`src/rtl/mdio_mgmt_pkg.sv`:
```
`timescale 1ns/1ps
// Package: register offsets and frame geometry shared by the
// management master, its submodules and its checker.
package mdio_mgmt_pkg;
    localparam int ADDR_W     = 2;
    localparam int REG_W      = 32;
    localparam int PRE_BITS   = 32;
    localparam int FRM_BITS   = 32;
    localparam int DAT_BITS   = 16;
    localparam int EVT_BIT    = 23;
    localparam logic [ADDR_W-1:0] OFS_DATA  = 2'd0;
    localparam logic [ADDR_W-1:0] OFS_SPEED = 2'd1;
    localparam logic [ADDR_W-1:0] OFS_EVENT = 2'd2;
    localparam logic [1:0] OPC_READ = 2'b10;
endpackage

```
`src/rtl/mdio_clk_div.sv`:
```
`timescale 1ns/1ps
// Module: management clock generator.
// Produces mdc with F cycles high and F cycles low while run is set.
// Assumes: div == 0 freezes the clock in its current phase; mdc is
// forced low and the counter cleared whenever run is low.
// rise_p / fall_p mark the cycle whose edge flips mdc up / down.
module mdio_clk_div #(
    parameter int SPD_W = 6
) (
    input  logic             clk,
    input  logic             rst_n,
    input  logic             run,
    input  logic [SPD_W-1:0] div,
    output logic             mdc,
    output logic             rise_p,
    output logic             fall_p
);
    logic [SPD_W-1:0] cnt;
    logic             term;

    // Purpose: detect the last system cycle of the current phase.
    always_comb begin
        term   = run && (div != '0) && (cnt == div - 1'b1);
        rise_p = term && !mdc;
        fall_p = term && mdc;
    end

    // Purpose: count system cycles within a phase and toggle mdc.
    always_ff @(posedge clk) begin
        if (!rst_n || !run) begin
            cnt <= '0;
            mdc <= 1'b0;
        end else if (div != '0) begin
            if (term) begin
                cnt <= '0;
                mdc <= ~mdc;
            end else begin
                cnt <= cnt + 1'b1;
            end
        end
    end
endmodule

```
`src/rtl/mdio_frame_shift.sv`:
```
`timescale 1ns/1ps
// Module: preamble plus frame shifter with read-data capture.
// Loads all-ones preamble and the frame word on start, advances one
// bit per fall_p, samples the line on rise_p during read data bits.
// Assumes: start is only asserted while busy is low.
module mdio_frame_shift #(
    parameter int PRE_BITS = 32,
    parameter int FRM_BITS = 32,
    parameter int DAT_BITS = 16
) (
    input  logic                clk,
    input  logic                rst_n,
    input  logic                start,
    input  logic [FRM_BITS-1:0] word,
    input  logic                rise_p,
    input  logic                fall_p,
    input  logic                mdio_i,
    output logic                busy,
    output logic                done,
    output logic                is_read,
    output logic                mdio_o,
    output logic                mdio_oe,
    output logic [DAT_BITS-1:0] rd_data
);
    import mdio_mgmt_pkg::*;

    localparam int TOT    = PRE_BITS + FRM_BITS;
    localparam int IDX_W  = $clog2(TOT + 1);
    localparam int DSTART = TOT - DAT_BITS;
    localparam int TA2    = DSTART - 1;
    localparam logic [IDX_W-1:0] LAST_IDX  = IDX_W'(TOT - 1);
    localparam logic [IDX_W-1:0] TA2_IDX   = IDX_W'(TA2);
    localparam logic [IDX_W-1:0] DATA_IDX  = IDX_W'(DSTART);

    logic [TOT-1:0]      sr;
    logic [IDX_W-1:0]    idx;
    logic                rd_op;
    logic [DAT_BITS-1:0] cap;

    // Purpose: drive the line and report completion from frame state.
    always_comb begin
        mdio_o  = busy ? sr[TOT-1] : 1'b1;
        mdio_oe = busy && !(rd_op && (idx >= TA2_IDX));
        done    = busy && fall_p && (idx == LAST_IDX);
        is_read = rd_op;
        rd_data = cap;
    end

    // Purpose: load, shift and finish the frame; capture read bits.
    always_ff @(posedge clk) begin
        if (!rst_n) begin
            busy  <= 1'b0;
            sr    <= '1;
            idx   <= '0;
            rd_op <= 1'b0;
            cap   <= '0;
        end else if (!busy) begin
            if (start) begin
                busy  <= 1'b1;
                sr    <= {{PRE_BITS{1'b1}}, word};
                idx   <= '0;
                rd_op <= (word[FRM_BITS-3 -: 2] == OPC_READ);
            end
        end else begin
            if (rise_p && rd_op && (idx >= DATA_IDX))
                cap <= {cap[DAT_BITS-2:0], mdio_i};
            if (fall_p) begin
                if (idx == LAST_IDX) begin
                    busy <= 1'b0;
                end else begin
                    idx <= idx + 1'b1;
                    sr  <= {sr[TOT-2:0], 1'b1};
                end
            end
        end
    end
endmodule

```
`src/rtl/mdio_mgmt_ctrl.sv`:
```
`timescale 1ns/1ps
// Module: management frame master with three word registers.
// Offset 0 holds the frame word (read reply lands in bits 15:0),
// offset 1 holds the speed field in bits SPD_W:1, offset 2 holds
// the completion event in bit 23 (write one to clear).
// Assumes: a single-cycle write strobe; reads are combinational.
module mdio_mgmt_ctrl #(
    parameter int SPD_W = 6
) (
    input  logic        clk,
    input  logic        rst_n,
    input  logic        bus_wr,
    input  logic [1:0]  bus_addr,
    input  logic [31:0] bus_wdata,
    output logic [31:0] bus_rdata,
    output logic        mdc,
    output logic        mdio_o,
    output logic        mdio_oe,
    input  logic        mdio_i
);
    import mdio_mgmt_pkg::*;

    logic [REG_W-1:0]    data_q;
    logic [SPD_W-1:0]    spd_field;
    logic                evt_q;
    logic                frame_busy;
    logic                frame_done;
    logic                frame_rd;
    logic [DAT_BITS-1:0] reply;
    logic                rise_p;
    logic                fall_p;
    logic                start;

    // Purpose: a data write launches a frame only while idle.
    always_comb start = bus_wr && (bus_addr == OFS_DATA) && !frame_busy;

    mdio_clk_div #(.SPD_W(SPD_W)) u_div (
        .clk    (clk),
        .rst_n  (rst_n),
        .run    (frame_busy),
        .div    (spd_field),
        .mdc    (mdc),
        .rise_p (rise_p),
        .fall_p (fall_p)
    );

    mdio_frame_shift #(
        .PRE_BITS (PRE_BITS),
        .FRM_BITS (FRM_BITS),
        .DAT_BITS (DAT_BITS)
    ) u_shift (
        .clk     (clk),
        .rst_n   (rst_n),
        .start   (start),
        .word    (bus_wdata),
        .rise_p  (rise_p),
        .fall_p  (fall_p),
        .mdio_i  (mdio_i),
        .busy    (frame_busy),
        .done    (frame_done),
        .is_read (frame_rd),
        .mdio_o  (mdio_o),
        .mdio_oe (mdio_oe),
        .rd_data (reply)
    );

    // Purpose: frame word register, updated on launch and read completion.
    always_ff @(posedge clk) begin
        if (!rst_n)
            data_q <= '0;
        else if (start)
            data_q <= bus_wdata;
        else if (frame_done && frame_rd)
            data_q[DAT_BITS-1:0] <= reply;
    end

    // Purpose: speed field register.
    always_ff @(posedge clk) begin
        if (!rst_n)
            spd_field <= '0;
        else if (bus_wr && (bus_addr == OFS_SPEED))
            spd_field <= bus_wdata[SPD_W:1];
    end

    // Purpose: completion event, set wins over a same-cycle clear.
    always_ff @(posedge clk) begin
        if (!rst_n)
            evt_q <= 1'b0;
        else if (frame_done)
            evt_q <= 1'b1;
        else if (bus_wr && (bus_addr == OFS_EVENT) && bus_wdata[EVT_BIT])
            evt_q <= 1'b0;
    end

    // Purpose: register read mux.
    always_comb begin
        bus_rdata = '0;
        case (bus_addr)
            OFS_DATA:  bus_rdata = data_q;
            OFS_SPEED: bus_rdata[SPD_W:1] = spd_field;
            OFS_EVENT: bus_rdata[EVT_BIT] = evt_q;
            default:   bus_rdata = '0;
        endcase
    end
endmodule

```
`config.mk`:
```
export PLATFORM = sky130hd
export DESIGN_NAME = mdio_mgmt_ctrl
export DESIGN_NICKNAME = d
export VERILOG_FILES = /design/src/rtl/mdio_mgmt_pkg.sv /design/src/rtl/mdio_clk_div.sv /design/src/rtl/mdio_frame_shift.sv /design/src/rtl/mdio_mgmt_ctrl.sv
export SDC_FILE = /design/constraint.sdc
export NUM_CORES = 1
export LEC_CHECK = 0
export BUFFER_PORTS_ARGS = -buffer_cell sky130_fd_sc_hd__buf_2
export CORE_UTILIZATION = 45
export DETAILED_ROUTE_END_ITERATION = 8
export PLACE_DENSITY = 0.67
export SETUP_SLACK_MARGIN = 0.05
export SLEW_MARGIN = 20
export SYNTH_ARGS = -nofsm -noshare
export SYNTH_HDL_FRONTEND = slang
export SYNTH_SLANG_ARGS = --single-unit
```
`constraint.sdc`:
```
create_clock -name clk -period 2.5 [get_ports clk]
set_input_delay 0.125 -clock clk [delete_from_list [all_inputs] [get_ports clk]]
set_output_delay 0.125 -clock clk [all_outputs]
set_load 0.02 [all_outputs]
```
Word level (Yosys, flattened, before mapping):

Cells that the tools add are included.

* magnitude comparators: 2
* equal/unequal tests: 7
* multiplexer cells: 23
* add/sub/neg operators: 3
* bitwise gates (word level): 2
* reduce and logical (&&, ||, !) cells: 30

Operators with widths (count)
* $mux W64: 4
* $mux W16: 3
* $mux W7: 4
* $logic_and A1 B1 Y1: 16
* $ge A7 B6 Y1 const B: 2
* $pmux W6 S2: 1
* $mux W1: 8
* $mux W8: 1
* $add A7 B1 Y7 const B: 1
* $eq A7 B6 Y1 const B: 1
* $add A6 B1 Y6 const B: 1
* $eq A6 B6 Y1: 1
* $mux W6: 1
* $reduce_and A2 Y1: 3
* $reduce_bool A2 Y1: 3
* $reduce_bool A6 Y1: 1
* $sub A6 B1 Y6 const B: 1
* $eq A2 B2 Y1 const B: 2
* $logic_not A1 Y1: 4
* $reduce_and A3 Y1: 1
* $eq A2 B1 Y1 const B: 1
* $logic_not A2 Y1: 1
* $ne A2 B1 Y1 const B: 1
* $ne A2 B2 Y1 const B: 1
* other kinds (3): 4

* word-level logic and storage cells: 78
* input bits: 38
* output and inout bits: 35
* register bits after elaboration: 135

Logic depth before layout (Yosys ltp):

* depth in word-level cells: 9
* mapped depth: 11
* depth with buffers taken out: 8

Hierarchy:

From an unflattened synthesis, not the netlist that was laid out.

* cells, all modules: 676
* area total of the unflattened synthesis: 5889.4 um2

By module, submodules not included
* mdio_frame_shift: seq. area each 1781.7 um2, times used 1, area each 3490.8 um2, cells each 372
* mdio_mgmt_ctrl: seq. area each 780.7 um2, times used 1, area each 1859.3 um2, cells each 230
* mdio_clk_div: seq. area each 140.1 um2, times used 1, area each 539.3 um2, cells each 74

Least setup slack after synthesis:

OpenSTA, ideal clock, no wires.

* path kind: reg-to-reg
* start: reg spd_field[0]
* end: reg u_shift.sr[22]
* required time: 2367 ps
* clock period less this slack: 2394 ps
* setup time: 133 ps
* stages on the path, launching flop included: 11
* path buffers: 2
* data arrival time: 2260 ps
* slack: 106 ps
* cells stage by stage: dfxtp_1 inv_1 ha_1 nand2b_1 a211oi_1 nor3_1 or4b_1 buf_2 buf_2 a221oi_1 o21ai_0

* word-level cells in the longest chain between the ends: 6
* elaborated cells between the ends (all ways): 8
* those cells by class: add/sub (1); eq/ne (2); reduce/logical (5)

RTL lines
* start: declaration: line mdio_mgmt_ctrl.sv:24 `logic [SPD_W-1:0] spd_field;`
* start signal: assignment: line mdio_mgmt_ctrl.sv:82 `spd_field <= bus_wdata[SPD_W:1];`
* $sub A6 B1 Y6 / $reduce_bool A6 Y1 (equally long branches): line mdio_clk_div.sv:23 `term = run && (div != '0) && (cnt == div - 1'b1);`
* $eq A6 B6 Y1 / $logic_and A1 B1 Y1 (equally long branches): line mdio_clk_div.sv:23
* $logic_and A1 B1 Y1 *: line mdio_clk_div.sv:23
* $logic_and A1 B1 Y1 *: line mdio_clk_div.sv:25 `fall_p = term && mdc;`
* $ne A2 B1 Y1 (no line) *
* $reduce_and A3 Y1 (no line) *
* end signal: assignment: line mdio_frame_shift.sv:60 `sr <= {{PRE_BITS{1'b1}}, word};`
* end signal: assignment: line mdio_frame_shift.sv:72 `sr <= {sr[TOT-2:0], 1'b1};`
* end: declaration: line mdio_frame_shift.sv:35 `logic [TOT-1:0] sr;`

Mark *: on every way between the ends. The rest lies on a longest branch, timed or not.
A chain may end at the register's enable or synchronous reset.

Final worst setup path:

* start: reg spd_field[0]
* end: reg u_shift.sr[3]

Same word-level chain as after synthesis.

==> impl_results.md <==
- Dpl ws: -90.0 ps
- Initial Util: 46.8%
- Worst setup EP type: register
- Hpwl dp: 9.03 mm
- Most used DFF post-synth: dfxtp_1
- Vias: 5,410
- Cts bufs inserted: 17
- Worst Path Max Fanout: 18
- Fmax: 0.422 GHz
- Post-DRT Antenna Nets: 0
- Number of global-route vias before repair: 5,053
- Layout Cells excl Fill: 986
- Seq/Total Area, Yosys: 45.2%
- Syn avg cell area: 8.24 um2
- Post-route cell area: 7400 um2
- Core area: 12,800 um2
- Crit path kind: reg -> reg
- Overall power: 4.95 mW
- Area grow syn2layout: 23.6%
- Reg clk slew, reported paths: 60 ps
- Worst-Margin Slew: 648 ps
- Final Util: 57.9%
- FF+latch count, synth: 135
- Worst min path class: in -> reg
- WHS: 20.5 ps
- Slew margin rel.: 56.8%
- Cell Count Post-Placement: 939
- Largest net degree at the start of global routing: 70
- Syn Nets: 768
- DRT iter0 DRCs: 430
- Die area: 13,800 um2
- Clock tree buffer depth: 2
- Post-synthesis cell area: 5980 um2
- Share of layout cells above drive strength 1: 17.9%
- Drt drc: 0
- Setup TNS: 0 ps
- Power per standard cell area: 669 nW/um2
- Placer Congestion: 0.810
- Root Buffer: clkbuf_16
- Final Hold Fails: 0
- Slowest CP cell: or4b_4
- Hold Crit Start: bus_wdata[31]
- Post-Synthesis Cells: 726
- Final min period: 2370 ps
- Crit path DAT: 2630 ps
- Period utilization: 94.9%
- Crit-path max cell delay: 560 ps
- CTS tree: yes
- Die Y-Extent: 117 um
- Final-stage net count: 844
- Die Span X: 117 um
- Ys async rst share: 0%
- Initial antenna violation count: 0
- Synthesis Warnings: 0
- Required time of the critical path: 2760 ps
- Worst-skew pair later-pin latency: 420 ps
- R2R Path Start: spd_field[0]$_SDFFE_PN0P_
- Max-slew violation count: 0
- Number of synthesized flops with an enable pin: 0
- Cells along the critical path: inv_1, ha_2, nand2b_1, a211oi_1, nor3_1, or4b_4, buf_6, a221oi_1, o21ai_0
- Routed WL: 14.2 mm
- PortBufs: 72
- RSZ-0062 raised after global routing: true
- Fin worst setup slack: 129 ps
- Leak: 3.02 nW
- Post-CTS setup buffer count: 0
- Max IR drop VDD: 0.436 mV
- Cell variety after synth: 43
- Number of I/O pins: 73
- Clk_skew: 5.00 ps
- Vias per std cell: 5.49
- N_diodes: 0
- First-pass GRT wire length: 23.8 mm
- Max-cap viol count: 0
- WL/cell: 14.4 um
- Placed Area: 6610 um2
- Drt first pass iters: 5
- CTS HTree Levels: 4
- Total track usage: 22.2%
- CTS Sinks: 135
- Status: finished clean
- # setup viols final: 0
- Std cell rows: 41
- CP Launch Point: spd_field[0]$_SDFFE_PN0P_
- Critical Path Start Type: register
- Grt ovf: 0
-- worst max-delay path: cells and delay by family, from the launching register on --
family / cells / cell delay (ps)
simple gates: 3 / 790
compound gates: 3 / 610
flops: 1 / 330
buf+inv: 2 / 250
fa+ha+maj: 1 / 210
-- per-layer routing --
layer  track usage, %  routed length [um]  vias to the layer above
li1                 -                   -                     2683
met1             28.8                6550                     2581
met2             35.4                6870                      124
met3             5.25                 583                       22
met4             9.37                 222                        0
met5                0                   0                        -
-- worst paths after layout --
path / to / slack, ps / depth (start not counted)
max reg2reg: u_shift.sr[3]$_SDFFE_PN1P_ / 130 / 9
max: u_shift.sr[3]$_SDFFE_PN1P_ / 130 / 9
min reg2reg: data_q[31]$_SDFFE_PN0P_ / 460 / 2
min: data_q[31]$_SDFFE_PN0P_ / 20 / 3
-- Yosys cell counts (2+ instances only) --
master	number	share of area (%)
a21boi_1	2	0.25
dfxtp_1	135	45
nor4b_1	2	0.29
nor2_1	79	5.0
xnor2_1	8	1.2
a21oi_1	5	0.42
and2_1	26	2.7
a221oi_1	31	4.5
nand3_1	8	0.67
o21ai_1	18	1.5
o21ai_0	64	5.4
or4_1	2	0.25
and4_1	2	0.29
buf_2	11	0.92
clkbuf_1	49	3.1
ha_1	4	0.84
nand2_1	64	4.0
mux2i_1	29	4.9
inv_1	7	0.44
xor2_1	5	0.73
nor2b_1	39	4.1
or3_1	2	0.21
a21boi_0	17	2.1
nand4_1	4	0.42
nor3_1	90	7.5
nand2b_1	2	0.21
nand3b_1	5	0.63
-- placed cells by master (no fill, tap or decap), types with 5 or more instances in the layout --
cell | synthesis | layout
a21boi_0 | 17 | 17
a21oi_1 | 5 | 5
a221oi_1 | 31 | 28
and2_1 | 26 | 26
buf_2 | 11 | 72
buf_4 | 0 | 23
clkbuf_16 | 0 | 17
clkinv_2 | 0 | 5
dfxtp_1 | 135 | 134
dlygate4sd3_1 | 0 | 16
inv_1 | 7 | 7
mux2i_1 | 29 | 29
nand2_1 | 64 | 64
nand3_1 | 8 | 7
nand3b_1 | 5 | 5
nor2_1 | 79 | 79
nor2b_1 | 39 | 39
nor3_1 | 90 | 85
nor3_2 | 0 | 5
o21ai_0 | 64 | 63
o21ai_1 | 18 | 19
xnor2_1 | 8 | 8
xor2_1 | 5 | 5
-- repair_timing --
item	4_1_cts	5_1_grt
gates cloned	0	0
hold buffers	16	0
endpoints found under the hold margin	16	0
endpoints found under the setup margin	66	55
resized for setup	5	12
-- where the power goes --
| part | switching (mW) | total (mW) | leakage (nW) | internal (mW) |
|---|---|---|---|---|
| Combinational | 0.204 | 0.362 | 1.65 | 0.158 |
| Sequential | 0.0271 | 2.23 | 1.10 | 2.20 |
| Clock | 0.902 | 2.36 | 0.279 | 1.46 |
-- area by class of cell --
type	count	area, um2
Inverter	7	26.3
Timing Repair Buffer	118	811
Tap cell	172	215
Fill cell	1117	5380
Clock inverter	8	71.3
Sequential cell	135	2700
Multi-Input combinational cell	523	3080
Clock buffer	23	488
-- flip-flops by register name, summed over array words and instances (netlist names) --
name,flops
u_shift.rd_data,16
u_div.mdc,1
u_shift.busy,1
evt_q,1
data_q,32
u_shift.sr,64
u_div.cnt,6
u_shift.is_read,1
u_shift.idx,7
spd_field,6
-- cells by family (layout without fill, tap and decap cells) --
kind of cell | after synthesis | in the layout | synth area share [%]
AO/OA/AOI/OAI | 146 | 146 | 15.4
XOR/XNOR | 13 | 13 | 1.90
adder cells (fa/ha/maj) | 4 | 4 | 0.837
buffers and inverters | 68 | 156 | 4.50
flip-flops | 135 | 135 | 45.2
multiplexers | 29 | 29 | 4.85
AND/OR/NAND/NOR | 331 | 331 | 27.3
Note: power is estimated with default switching activity, not from simulation.
